[src/rtl/cse_pkg.sv]
package cse_pkg;

  localparam logic [7:0] OPC_READ  = 8'd1;
  localparam logic [7:0] OPC_WRITE = 8'd2;
  localparam logic [7:0] OPC_STR   = 8'd4;
  localparam logic [7:0] OPC_IND   = 8'd5;
  localparam logic [7:0] OPC_FILL  = 8'd6;
  localparam logic [7:0] OPC_BULK  = 8'd8;

  typedef enum logic [2:0] {
    K_RD, K_WR, K_STR, K_IND, K_FILL, K_COPY, K_BAD
  } kind_e;

  typedef struct packed {
    kind_e       kind;
    logic [23:0] off;
    logic [31:0] arg;
  } rec_t;

  typedef enum logic [2:0] {
    S_IDLE, S_DISP, S_SGL, S_STR, S_BST, S_DONE
  } st_e;

endpackage

[src/rtl/cse_decode.sv]
module cse_decode
  import cse_pkg::*;
(
  input  logic [63:0] rec_word_i,
  output rec_t        rec_o
);

  logic [7:0] opc;

  assign opc        = rec_word_i[7:0];
  assign rec_o.off  = rec_word_i[31:8];
  assign rec_o.arg  = rec_word_i[63:32];

  always_comb begin
    unique case (opc)
      OPC_READ:  rec_o.kind = K_RD;
      OPC_WRITE: rec_o.kind = K_WR;
      OPC_STR:   rec_o.kind = K_STR;
      OPC_IND:   rec_o.kind = K_IND;
      OPC_FILL:  rec_o.kind = K_FILL;
      OPC_BULK:  rec_o.kind = K_COPY;
      default:   rec_o.kind = K_BAD;
    endcase
  end

endmodule

[src/rtl/cse_burst_split.sv]
module cse_burst_split #(
  parameter int MAX_BURST = 128,
  parameter int BUF_WORDS = 1024,
  parameter int LEN_W     = $clog2(MAX_BURST + 1)
) (
  input  logic [31:0]      rem_i,
  input  logic [31:0]      req_len_i,
  output logic [LEN_W-1:0] chunk_o,
  output logic             last_o,
  output logic             too_big_o
);

  localparam logic [31:0] MAX_W = 32'(MAX_BURST);
  localparam logic [31:0] BUF_W = 32'(BUF_WORDS);

  assign last_o    = (rem_i <= MAX_W);
  assign chunk_o   = last_o ? rem_i[LEN_W-1:0] : MAX_W[LEN_W-1:0];
  assign too_big_o = (req_len_i > BUF_W);

endmodule

[src/rtl/cfg_script_engine.sv]
module cfg_script_engine
  import cse_pkg::*;
#(
  parameter int IDX_W     = 8,
  parameter int MAX_BURST = 128,
  parameter int BUF_WORDS = 1024,
  parameter int LEN_W     = $clog2(MAX_BURST + 1)
) (
  input  logic             clk,
  input  logic             rst_n,
  input  logic             start_i,
  input  logic [IDX_W-1:0] first_idx_i,
  input  logic [IDX_W-1:0] last_idx_i,
  output logic             busy_o,
  output logic             done_o,
  output logic             err_o,
  output logic [IDX_W-1:0] rec_addr_o,
  input  logic [63:0]      rec_word_i,
  output logic [15:0]      dat_addr_o,
  input  logic [31:0]      dat_word_i,
  output logic             reg_req_o,
  output logic             reg_we_o,
  output logic             reg_ind_o,
  output logic [31:0]      reg_addr_o,
  output logic [31:0]      reg_wdata_o,
  input  logic             reg_ack_i,
  output logic             bst_req_o,
  output logic             bst_fill_o,
  output logic [15:0]      bst_src_o,
  output logic [31:0]      bst_dst_o,
  output logic [LEN_W-1:0] bst_len_o,
  input  logic             bst_ack_i
);

  localparam int PAD_W = 32 - LEN_W;

  st_e              st_q, st_d;
  logic [IDX_W-1:0] idx_q, idx_d, end_q, end_d;
  logic             err_q, err_d;
  logic [31:0]      addr_q, addr_d, data_q, data_d, rem_q, rem_d;
  logic [15:0]      src_q, src_d;
  logic             we_q, we_d, ind_q, ind_d, fill_q, fill_d;
  logic             run_en, ctx_en;

  rec_t             rec;
  logic [31:0]      req_len;
  logic [LEN_W-1:0] chunk;
  logic [31:0]      chunk32;
  logic             last_chunk, too_big;

  cse_decode u_dec (
    .rec_word_i (rec_word_i),
    .rec_o      (rec)
  );

  assign req_len = (rec.kind == K_FILL) ? rec.arg : {16'h0, rec.arg[31:16]};

  cse_burst_split #(
    .MAX_BURST (MAX_BURST),
    .BUF_WORDS (BUF_WORDS),
    .LEN_W     (LEN_W)
  ) u_split (
    .rem_i     (rem_q),
    .req_len_i (req_len),
    .chunk_o   (chunk),
    .last_o    (last_chunk),
    .too_big_o (too_big)
  );

  assign chunk32 = {{PAD_W{1'b0}}, chunk};

  // next-state logic
  always_comb begin
    st_d   = st_q;
    idx_d  = idx_q;
    end_d  = end_q;
    err_d  = err_q;
    addr_d = addr_q;
    data_d = data_q;
    rem_d  = rem_q;
    src_d  = src_q;
    we_d   = we_q;
    ind_d  = ind_q;
    fill_d = fill_q;
    unique case (st_q)
      S_IDLE: begin
        if (start_i) begin
          idx_d = first_idx_i;
          end_d = last_idx_i;
          err_d = 1'b0;
          st_d  = S_DISP;
        end
      end
      S_DISP: begin
        if (idx_q >= end_q) begin
          st_d = S_DONE;
        end else begin
          addr_d = {8'h0, rec.off};
          data_d = rec.arg;
          src_d  = rec.arg[15:0];
          rem_d  = {16'h0, rec.arg[31:16]};
          we_d   = 1'b1;
          ind_d  = 1'b0;
          fill_d = 1'b0;
          unique case (rec.kind)
            K_RD: begin
              we_d = 1'b0;
              st_d = S_SGL;
            end
            K_WR: st_d = S_SGL;
            K_STR, K_IND: begin
              ind_d = (rec.kind == K_IND);
              if (rem_d == 32'h0) idx_d = idx_q + 1'b1;
              else                st_d  = S_STR;
            end
            K_FILL, K_COPY: begin
              if (rec.kind == K_FILL) begin
                fill_d = 1'b1;
                rem_d  = rec.arg;
                src_d  = 16'h0;
              end
              if (too_big) begin
                err_d = 1'b1;
                idx_d = idx_q + 1'b1;
              end else if (rem_d == 32'h0) begin
                idx_d = idx_q + 1'b1;
              end else begin
                st_d = S_BST;
              end
            end
            default: begin
              err_d = 1'b1;
              idx_d = idx_q + 1'b1;
            end
          endcase
        end
      end
      S_SGL: begin
        if (reg_ack_i) begin
          idx_d = idx_q + 1'b1;
          st_d  = S_DISP;
        end
      end
      S_STR: begin
        if (reg_ack_i) begin
          addr_d = addr_q + 32'd4;
          src_d  = src_q + 16'd1;
          rem_d  = rem_q - 32'd1;
          if (rem_q == 32'd1) begin
            idx_d = idx_q + 1'b1;
            st_d  = S_DISP;
          end
        end
      end
      S_BST: begin
        if (bst_ack_i) begin
          addr_d = addr_q + (chunk32 << 2);
          src_d  = src_q + chunk32[15:0];
          rem_d  = rem_q - chunk32;
          if (last_chunk) begin
            idx_d = idx_q + 1'b1;
            st_d  = S_DISP;
          end
        end
      end
      S_DONE:  st_d = S_IDLE;
      default: st_d = S_IDLE;
    endcase
  end

  assign run_en = (st_q != S_IDLE) || start_i;
  assign ctx_en = (st_q == S_DISP) || (st_q == S_STR && reg_ack_i) ||
                  (st_q == S_BST && bst_ack_i);

  // registers
  always_ff @(posedge clk or negedge rst_n) begin
    if (!rst_n) begin
      st_q   <= S_IDLE;
      idx_q  <= '0;
      end_q  <= '0;
      err_q  <= 1'b0;
      addr_q <= '0;
      data_q <= '0;
      rem_q  <= '0;
      src_q  <= '0;
      we_q   <= 1'b0;
      ind_q  <= 1'b0;
      fill_q <= 1'b0;
    end else begin
      st_q <= st_d;
      if (run_en) begin
        idx_q <= idx_d;
        end_q <= end_d;
        err_q <= err_d;
      end
      if (ctx_en) begin
        addr_q <= addr_d;
        data_q <= data_d;
        rem_q  <= rem_d;
        src_q  <= src_d;
        we_q   <= we_d;
        ind_q  <= ind_d;
        fill_q <= fill_d;
      end
    end
  end

  assign busy_o      = (st_q == S_DISP) || (st_q == S_SGL) ||
                       (st_q == S_STR)  || (st_q == S_BST);
  assign done_o      = (st_q == S_DONE);
  assign err_o       = err_q;
  assign rec_addr_o  = idx_q;
  assign dat_addr_o  = src_q;
  assign reg_req_o   = (st_q == S_SGL) || (st_q == S_STR);
  assign reg_we_o    = we_q;
  assign reg_ind_o   = ind_q;
  assign reg_addr_o  = addr_q;
  assign reg_wdata_o = (st_q == S_STR) ? dat_word_i : data_q;
  assign bst_req_o   = (st_q == S_BST);
  assign bst_fill_o  = fill_q;
  assign bst_src_o   = fill_q ? 16'h0 : src_q;
  assign bst_dst_o   = addr_q;
  assign bst_len_o   = chunk;

endmodule

[config.mk]
export PLATFORM = sky130hd
export DESIGN_NAME = cfg_script_engine
export DESIGN_NICKNAME = d
export VERILOG_FILES = /design/src/rtl/cse_pkg.sv /design/src/rtl/cse_decode.sv /design/src/rtl/cse_burst_split.sv /design/src/rtl/cfg_script_engine.sv
export SDC_FILE = /design/constraint.sdc
export NUM_CORES = 1
export LEC_CHECK = 0
export BUFFER_PORTS_ARGS = -buffer_cell sky130_fd_sc_hd__buf_2
export CAP_MARGIN = 20
export CORE_MARGIN = 4
export CORE_UTILIZATION = 58
export CTS_BUF_LIST = sky130_fd_sc_hd__clkbuf_16
export DETAILED_ROUTE_END_ITERATION = 7
export GPL_TIMING_DRIVEN = 1
export PLACE_DENSITY = 0.95
export SLEW_MARGIN = 20
export SYNTH_ARGS = -nofsm -noshare
export SYNTH_HDL_FRONTEND = slang
export SYNTH_SLANG_ARGS = --single-unit
[constraint.sdc]
create_clock -name clk -period 6.2 [get_ports clk]
set_input_delay 0.62 -clock clk [delete_from_list [all_inputs] [get_ports clk]]
set_output_delay 0.62 -clock clk [all_outputs]
set_load 0.05 [all_outputs]
Word level (Yosys, flattened, before mapping)

Cells that the tools add are included.

Register bits after elaboration: 135
Output and inout bits: 152
Input port bits: 117

Eq/ne operators: 33
$add $sub $neg: 7
Mux-type cells: 56
Bitwise gates (word level): 1
Magnitude comparators: 3
Reductions and logical operators: 27

Operators by type and width:

| operator                                                         | count |
|---|---|
| 2-to-1 mux 32 bit                                                | 12 |
| one-hot mux 32 bit (3 select lines)                              | 2 |
| 2-to-1 mux 16 bit                                                | 6 |
| 2-to-1 mux 8 bit                                                 | 11 |
| one-hot mux 16 bit (3 select lines)                              | 1 |
| one-hot mux 8 bit (5 select lines)                               | 1 |
| adder 32 x 10 -> 32 bit                                          | 1 |
| adder 32 x 3 -> 32 bit (second input constant)                   | 1 |
| == test 32 x 1 -> 1 bit (second input constant)                  | 1 |
| greater-than comparator 32 x 11 -> 1 bit (second input constant) | 1 |
| less-or-equal comparator 32 x 8 -> 1 bit (second input constant) | 1 |
| logical NOT 32 bit                                               | 1 |
| subtractor 32 x 1 -> 32 bit (second input constant)              | 1 |
| subtractor 32 x 8 -> 32 bit                                      | 1 |
| 2-to-1 mux 3 bit                                                 | 10 |
| == test 8 x 3 -> 1 bit (second input constant)                   | 3 |
| one-hot mux 8 bit (3 select lines)                               | 1 |
| one-hot mux 3 bit (6 select lines)                               | 1 |
| adder 16 x 1 -> 16 bit (second input constant)                   | 1 |
| adder 16 x 8 -> 16 bit                                           | 1 |
| logical NOT 16 bit                                               | 1 |
| != test 4 bit (second input constant)                            | 4 |
| one-hot mux 3 bit (5 select lines)                               | 1 |
| != test 2 bit (second input constant)                            | 7 |
| 28 further kinds                                                 | 56 |

Depth between registers and ports, before layout

Depth after elaboration: 13
Gate-level depth with buffers: 18
Gate-level depth less buffers: 17

Hierarchy

Synthesis repeated with hierarchy kept, for this count alone.

Cells, all modules: 1476
Area total of the unflattened synthesis: 10915.5 µm²

By module, submodules not included:

| module            | instances | sequential area each (µm²) | area each (µm²) | cells each |
|---|---|---|---|---|
| cfg_script_engine | 1         | 3378.2                     | 10184.8         | 1373 |
| cse_decode        | 1         | 0.0                        | 509.2           | 69 |
| cse_burst_split   | 1         | 0.0                        | 221.5           | 34 |

Worst setup path after synthesis

No wires, ideal clock.

Path type: flip-flop to flip-flop
From: register rem_q[11]
To: register src_q[14], in the netlist dat_addr_o[14]
Cell stages (with the launch flop): 18
Arrival: 4375 ps
Slack: 1726 ps
Setup time: 99 ps
Cell sequence: dfrtp_1 -> buf_2 -> or4_4 -> nor4b_4 -> and3_1 -> clkbuf_1 -> and2_1 -> nand2b_1 -> ha_1 -> inv_1 -> fa_1 -> nor2b_1 -> o21ai_0 -> a21boi_0 -> o21ai_0 -> a21oi_1 -> a311oi_1 -> a311oi_1

Cells in the longest elaborated chain, start to end: 5

RTL lines:

| element                                  | line                     | source |
|---|---|---|
| start: declaration                       | cfg_script_engine.sv:40  | `logic [31:0] addr_q, addr_d, data_q, data_d, rem_q, rem_d;` |
| start signal: assignment                 | cfg_script_engine.sv:199 | `rem_q <= rem_d;` |
| less-or-equal comparator 32 x 8 -> 1 bit | cse_burst_split.sv:16    | `assign last_o = (rem_i <= MAX_W);` |
| 2-to-1 mux 8 bit                         | cse_burst_split.sv:17    | `assign chunk_o = last_o ? rem_i[LEN_W-1:0] : MAX_W[LEN_W-1:0];` |
| via bst_len_o[0]                         | cfg_script_engine.sv:31  | `output logic [LEN_W-1:0] bst_len_o,` |
| adder 16 x 8 -> 16 bit                   | cfg_script_engine.sv:158 | `src_d = src_q + chunk32[15:0];` |
| 2-to-1 mux 16 bit                        | cfg_script_engine.sv:156 | `if (bst_ack_i) begin` |
| one-hot mux 16 bit (3 select lines)      | cfg_script_engine.sv:85  | `unique case (st_q)` |
| end signal: assignment                   | cfg_script_engine.sv:200 | `src_q <= src_d;` |
| end: declaration                         | cfg_script_engine.sv:41  | `logic [15:0] src_q, src_d;` |

The timed path passes the listed nets, and every way through them passes these cells. The select of a mux whose other input is x is not followed.
A chain may end at the register's enable or synchronous reset.

Worst setup path in the final report

From: register rem_q[11]
To: register src_q[12], in the netlist dat_addr_o[12]

Cells in the longest elaborated chain, start to end: 5

RTL lines:

| element                                  | line |
|---|---|
| less-or-equal comparator 32 x 8 -> 1 bit | cse_burst_split.sv:16 |
| 2-to-1 mux 8 bit                         | cse_burst_split.sv:17 |
| adder 16 x 8 -> 16 bit                   | cfg_script_engine.sv:158 |
| 2-to-1 mux 16 bit                        | cfg_script_engine.sv:156 |
| one-hot mux 16 bit (3 select lines)      | cfg_script_engine.sv:85 |

No other way between the ends. The select of a mux whose other input is x is not followed.

==> out/summary.md <==
Total of max-cap violations: 0. The tools report the number of antenna violations at the first check in global routing as 1. Setup violations remaining at the end of the flow were counted as 0. A synthesized cell averages 7.58 um2. The logs give 0.00554 uW for the leakage dissipation and 0 ps for the final sum of negative setup slack.

The run gives 70.0% as the utilization after layout. The final layout contains routed wiring with a total length of 33.8 mm. After synthesis, the share of flip-flops with an asynchronous set or reset is 100%.

The slew of the pin with the lowest slew margin works out to 1020 ps. TritonCTS built the clock tree. In this run the power density over the cells is 621 mW/mm2. The overall die width was 139 um; the flip-flop and latch count after synthesis was 135.

The logs give 0 for the number of setup buffers added after CTS and 0.998 for the placer's final routability congestion estimate. The hold violation count in the final report is 0. The share of total power dissipated in sequential elements is 23.7%. Dividing the detail-routed wire length by the instance count gives 19.6 um. The floorplan step defined a core boundary enclosing 0.0166 mm2.

The buffering stage count on the worst path with inverters included came out at 1. In this run the worst hold path is classified as input port to asynchronous set/reset pin. The cell that appears most often on the critical path is o21ai_0. The tools report the final number of max-transition violations as 0. The final layout contains 1,638 nets. The flow ran to the end, and the final reports show no timing, DRC or antenna violations. Derived from the worst setup path, the maximum achievable clock frequency is 200 MHz. The pin count of the biggest net entering global routing came out at 81. The family with the most delay on the worst path was simple AND/OR/NAND/NOR gates. The worst-case IR drop observed on VDD is 0.488 mV. Setup repair after global routing left no endpoint under its margin.

The H-tree generated during clock tree synthesis spans 4 levels. The tools report the total iterations of the first detailed-routing run as 7. The floorplan has 47 rows. The period utilization was 80.5%; the via-per-instance ratio was 6.39. The effective utilization at floorplan was 59.5%; the minimum clock period was 4990 ps.

The worst reg-to-reg path cell count was 15; the required time of the critical path was 6510 ps. The largest fanout of any net on the critical path is 17. The buffer levels on the longest clock path is 2. The number of buffer cells added on primary ports is 268, and the number of synthesized flops with an enable pin is 0.

Summed over all nets, the half-perimeter wirelength after detailed placement is 24.1 mm. The net switching share of the total power is 57.9%, and the via count is 11.0k. Gates resized during post-CTS repair numbered 0. The most used flip-flop cell after synthesis is dfrtp_1. After the flow finishes, the layout carries non-filler instances totaling 1,724. The TritonCTS buffer count is 17, and the worst-case headroom to the max-slew limit is 31.4%.

The number of placed instances, taps included, is 1,691. Hold is met by 214 ps. The number of antenna-violating nets in the routed design is 0, and the worst-case clock skew is 8.36 ps. The clock network is responsible for 13.7% of the overall power. Summed over all layers, the global routing overflow is 0. The tools report the launching element type of the critical path as a register. The root cell of the clock tree was clkbuf_16.

The count of synthesis-stage warnings from yosys is 0. For this run, the slowest stage of the critical path takes 600 ps. The vertical die dimension is 139 um, and the clock latency reported for the late side of the worst-skew pair is 430 ps. For the worst setup path, the data arrival time is 5300 ps.

Compared with the post-synthesis result, the final layout area differs by 17.6%. The critical path is of the register to register type. The total nets after synthesis is 1,455, and the layout cell share with drive strength beyond 1 is 22.0%.

After detailed routing, the number of remaining DRC violations is 0. In this run, the combinational gates consume 62.6% of the power. Hold repair after CTS inserted 0 buffers. The first global-routing pass estimated 53.6 mm of wire.

STA classifies the critical path endpoint as a register. The cell at the slowest stage of the critical path is or4_4. The logs give 0.00990 mm2 for the post-synthesis instance area and 33.7% for the total routing usage reported by global routing. The critical path depth came out at 15. Traced cell by cell, the critical path runs through or4_4, nor4b_4, and3_1, and2_1, nand2b_1, ha_1, inv_1, fa_1, nor2b_1, o21ai_0, a21boi_0, o21ai_0, a21oi_1, a311oi_1, a211oi_1. After clock tree synthesis, the clock-pin slew on the worst setup and hold paths is 60 ps. In this run the power spent charging and discharging nets is 4180 uW. The floorplan step defined a die boundary enclosing 0.0192 mm2. The internal power came out at 3040 uW.

The synthesized netlist cell count was 1,307; the via count of the first global-routing pass was 10.3k. For the boundary pin count, the log shows 269. Sequential elements use 34.1% of the synthesized area.

For this design, the sink count on the clock tree is 135. Synthesis instantiated 71 different standard cells from the library. The count of routing violations after the opening detailed-route iteration came out at 1,433.
==> logic make-up after synthesis <==
logic type	after synthesis	share of synthesized area [%]
other	2	0.0758
AO/OA/AOI/OAI	322	21.4
adder cells (fa/ha/maj)	31	4.07
XOR/XNOR	33	2.92
flip-flops	135	34.1
AND/OR/NAND/NOR	625	29.3
buffers and inverters	146	6.80
multiplexers	13	1.34
==> worst paths after layout <==
path,from,end,slack (ps)
setup reg to reg,rem_q[11],dat_addr_o[12],1210
setup / recovery,rem_q[11],dat_addr_o[12],1210
hold reg to reg,data_q[2],data_q[2],470
hold / removal,rst_n,data_q[28],210
max in group asynchronous,rst_n,dat_addr_o[2],4760
min in group clk,rec_word_i[9],bst_dst_o[1],390
==> cells in the final DEF, fill, tap and decap left out, drive strengths merged, types with 10 or more instances in the layout <==
cell type	n
nor3	39
mux2i	11
o21ai	82
and3	25
a211oi	14
nor4	28
a21oi	73
inv	30
ha	29
dfrtp	135
a31oi	20
nand3	27
or3	10
and2	14
clkbuf	17
nand2b	11
or4	11
o22ai	15
nand2	281
nor2	117
xnor2	25
buf	280
clkinv	10
nand4	15
nor2b	22
==> sequential cells by signal, summed over array words and instances, names as in the netlist <==
register	cells
bst_dst_o	32
bst_fill_o	1
dat_addr_o	16
data_q	32
end_q	8
err_o	1
rec_addr_o	8
reg_ind_o	1
reg_we_o	1
rem_q	32
st_q	3
==> cell usage after synthesis, types with 5 or more instances <==
cell      count  area share, %
a211oi_1     11           0.83
a21o_1        7           0.53
a21oi_1      73            3.7
a221oi_1      9           0.80
a22o_1        6           0.53
a22oi_1       7           0.53
a311oi_1      8           0.71
a31oi_1      20            1.3
a32oi_1       5           0.44
a41oi_1       5           0.44
and2_1       14           0.88
and3_1       25            1.6
buf_1        12           0.45
buf_4        32            2.4
clkbuf_1     68            2.6
dfrtp_1     135             34
ha_1         29            3.7
inv_1        29            1.1
mux2i_1      11            1.1
nand2_1     281             11
nand2b_1     11           0.69
nand3_1      27            1.4
nand4_1      15           0.95
nor2_1      117            4.4
nor2b_1      22            1.4
nor3_1       39            2.0
nor3b_1       5           0.38
nor4_1       28            1.8
o211ai_1      8           0.61
o21a_1        7           0.53
o21ai_0      77            3.9
o21ai_1       5           0.25
o22a_1        5           0.44
o22ai_1      15           0.95
o32ai_1       5           0.44
or2_2         6           0.38
or3_1        10           0.63
or4_1        10           0.76
xnor2_1      25            2.2
xor2_1        8           0.71
==> layer usage <==
metal  routed length (um)  up-vias  global-route usage, %  share of wire [%]
met5                    0        -                      0                  0
li1                     -     4994                      -                  -
met2                15300      796                   53.5                 45
met3                 4270      126                   8.93                 13
met1                12800     5106                   43.6                 38
met4                 1400        0                   15.3                4.1
==> worst register-to-register path, stage by stage, from the launching register on <==
cell and delay [ps]:
dfrtp_1 460, or4_4 600, nor4b_4 470, and3_1 500, and2_1 200, nand2b_1 140
ha_1 190, inv_1 60, fa_1 400, nor2b_1 120, o21ai_0 100, a21boi_0 380
o21ai_0 160, a21oi_1 570, a311oi_1 200, a211oi_1 330
==> power by group through the flow <==
stage / combinational (uW) / sequential, uW / clock (uW)
final: 4520 / 1710 / 990
after global routing: 4850 / 1770 / 1030
after CTS: 4490 / 1700 / 988
after detailed placement: 4450 / 1700 / 0
after global placement: 4360 / 1680 / 0
after floorplan: 3060 / 2080 / 0
==> through the flow <==
stage               worst slack, ps  power (uW)  cell area [um2]
floorplan                      1730        5140             9900
global placement               1590        6040            11100
detailed placement             1470        6160            11100
CTS                            1290        7170            11600
global route                    815        7660            11600
finish                         1210        7230            11600
==> final cells by class <==
type / count / area (um2)
clock buffer: 17 / 425
antenna: 1 / 2.50
multi-input combinational: 1026 / 5880
timing repair buffer: 280 / 1440
clock inverter: 15 / 136
fill: 1329 / 5000
sequential: 135 / 3380
inverter: 30 / 113
tap: 220 / 275
Note: power is estimated with default switching activity, not from simulation.
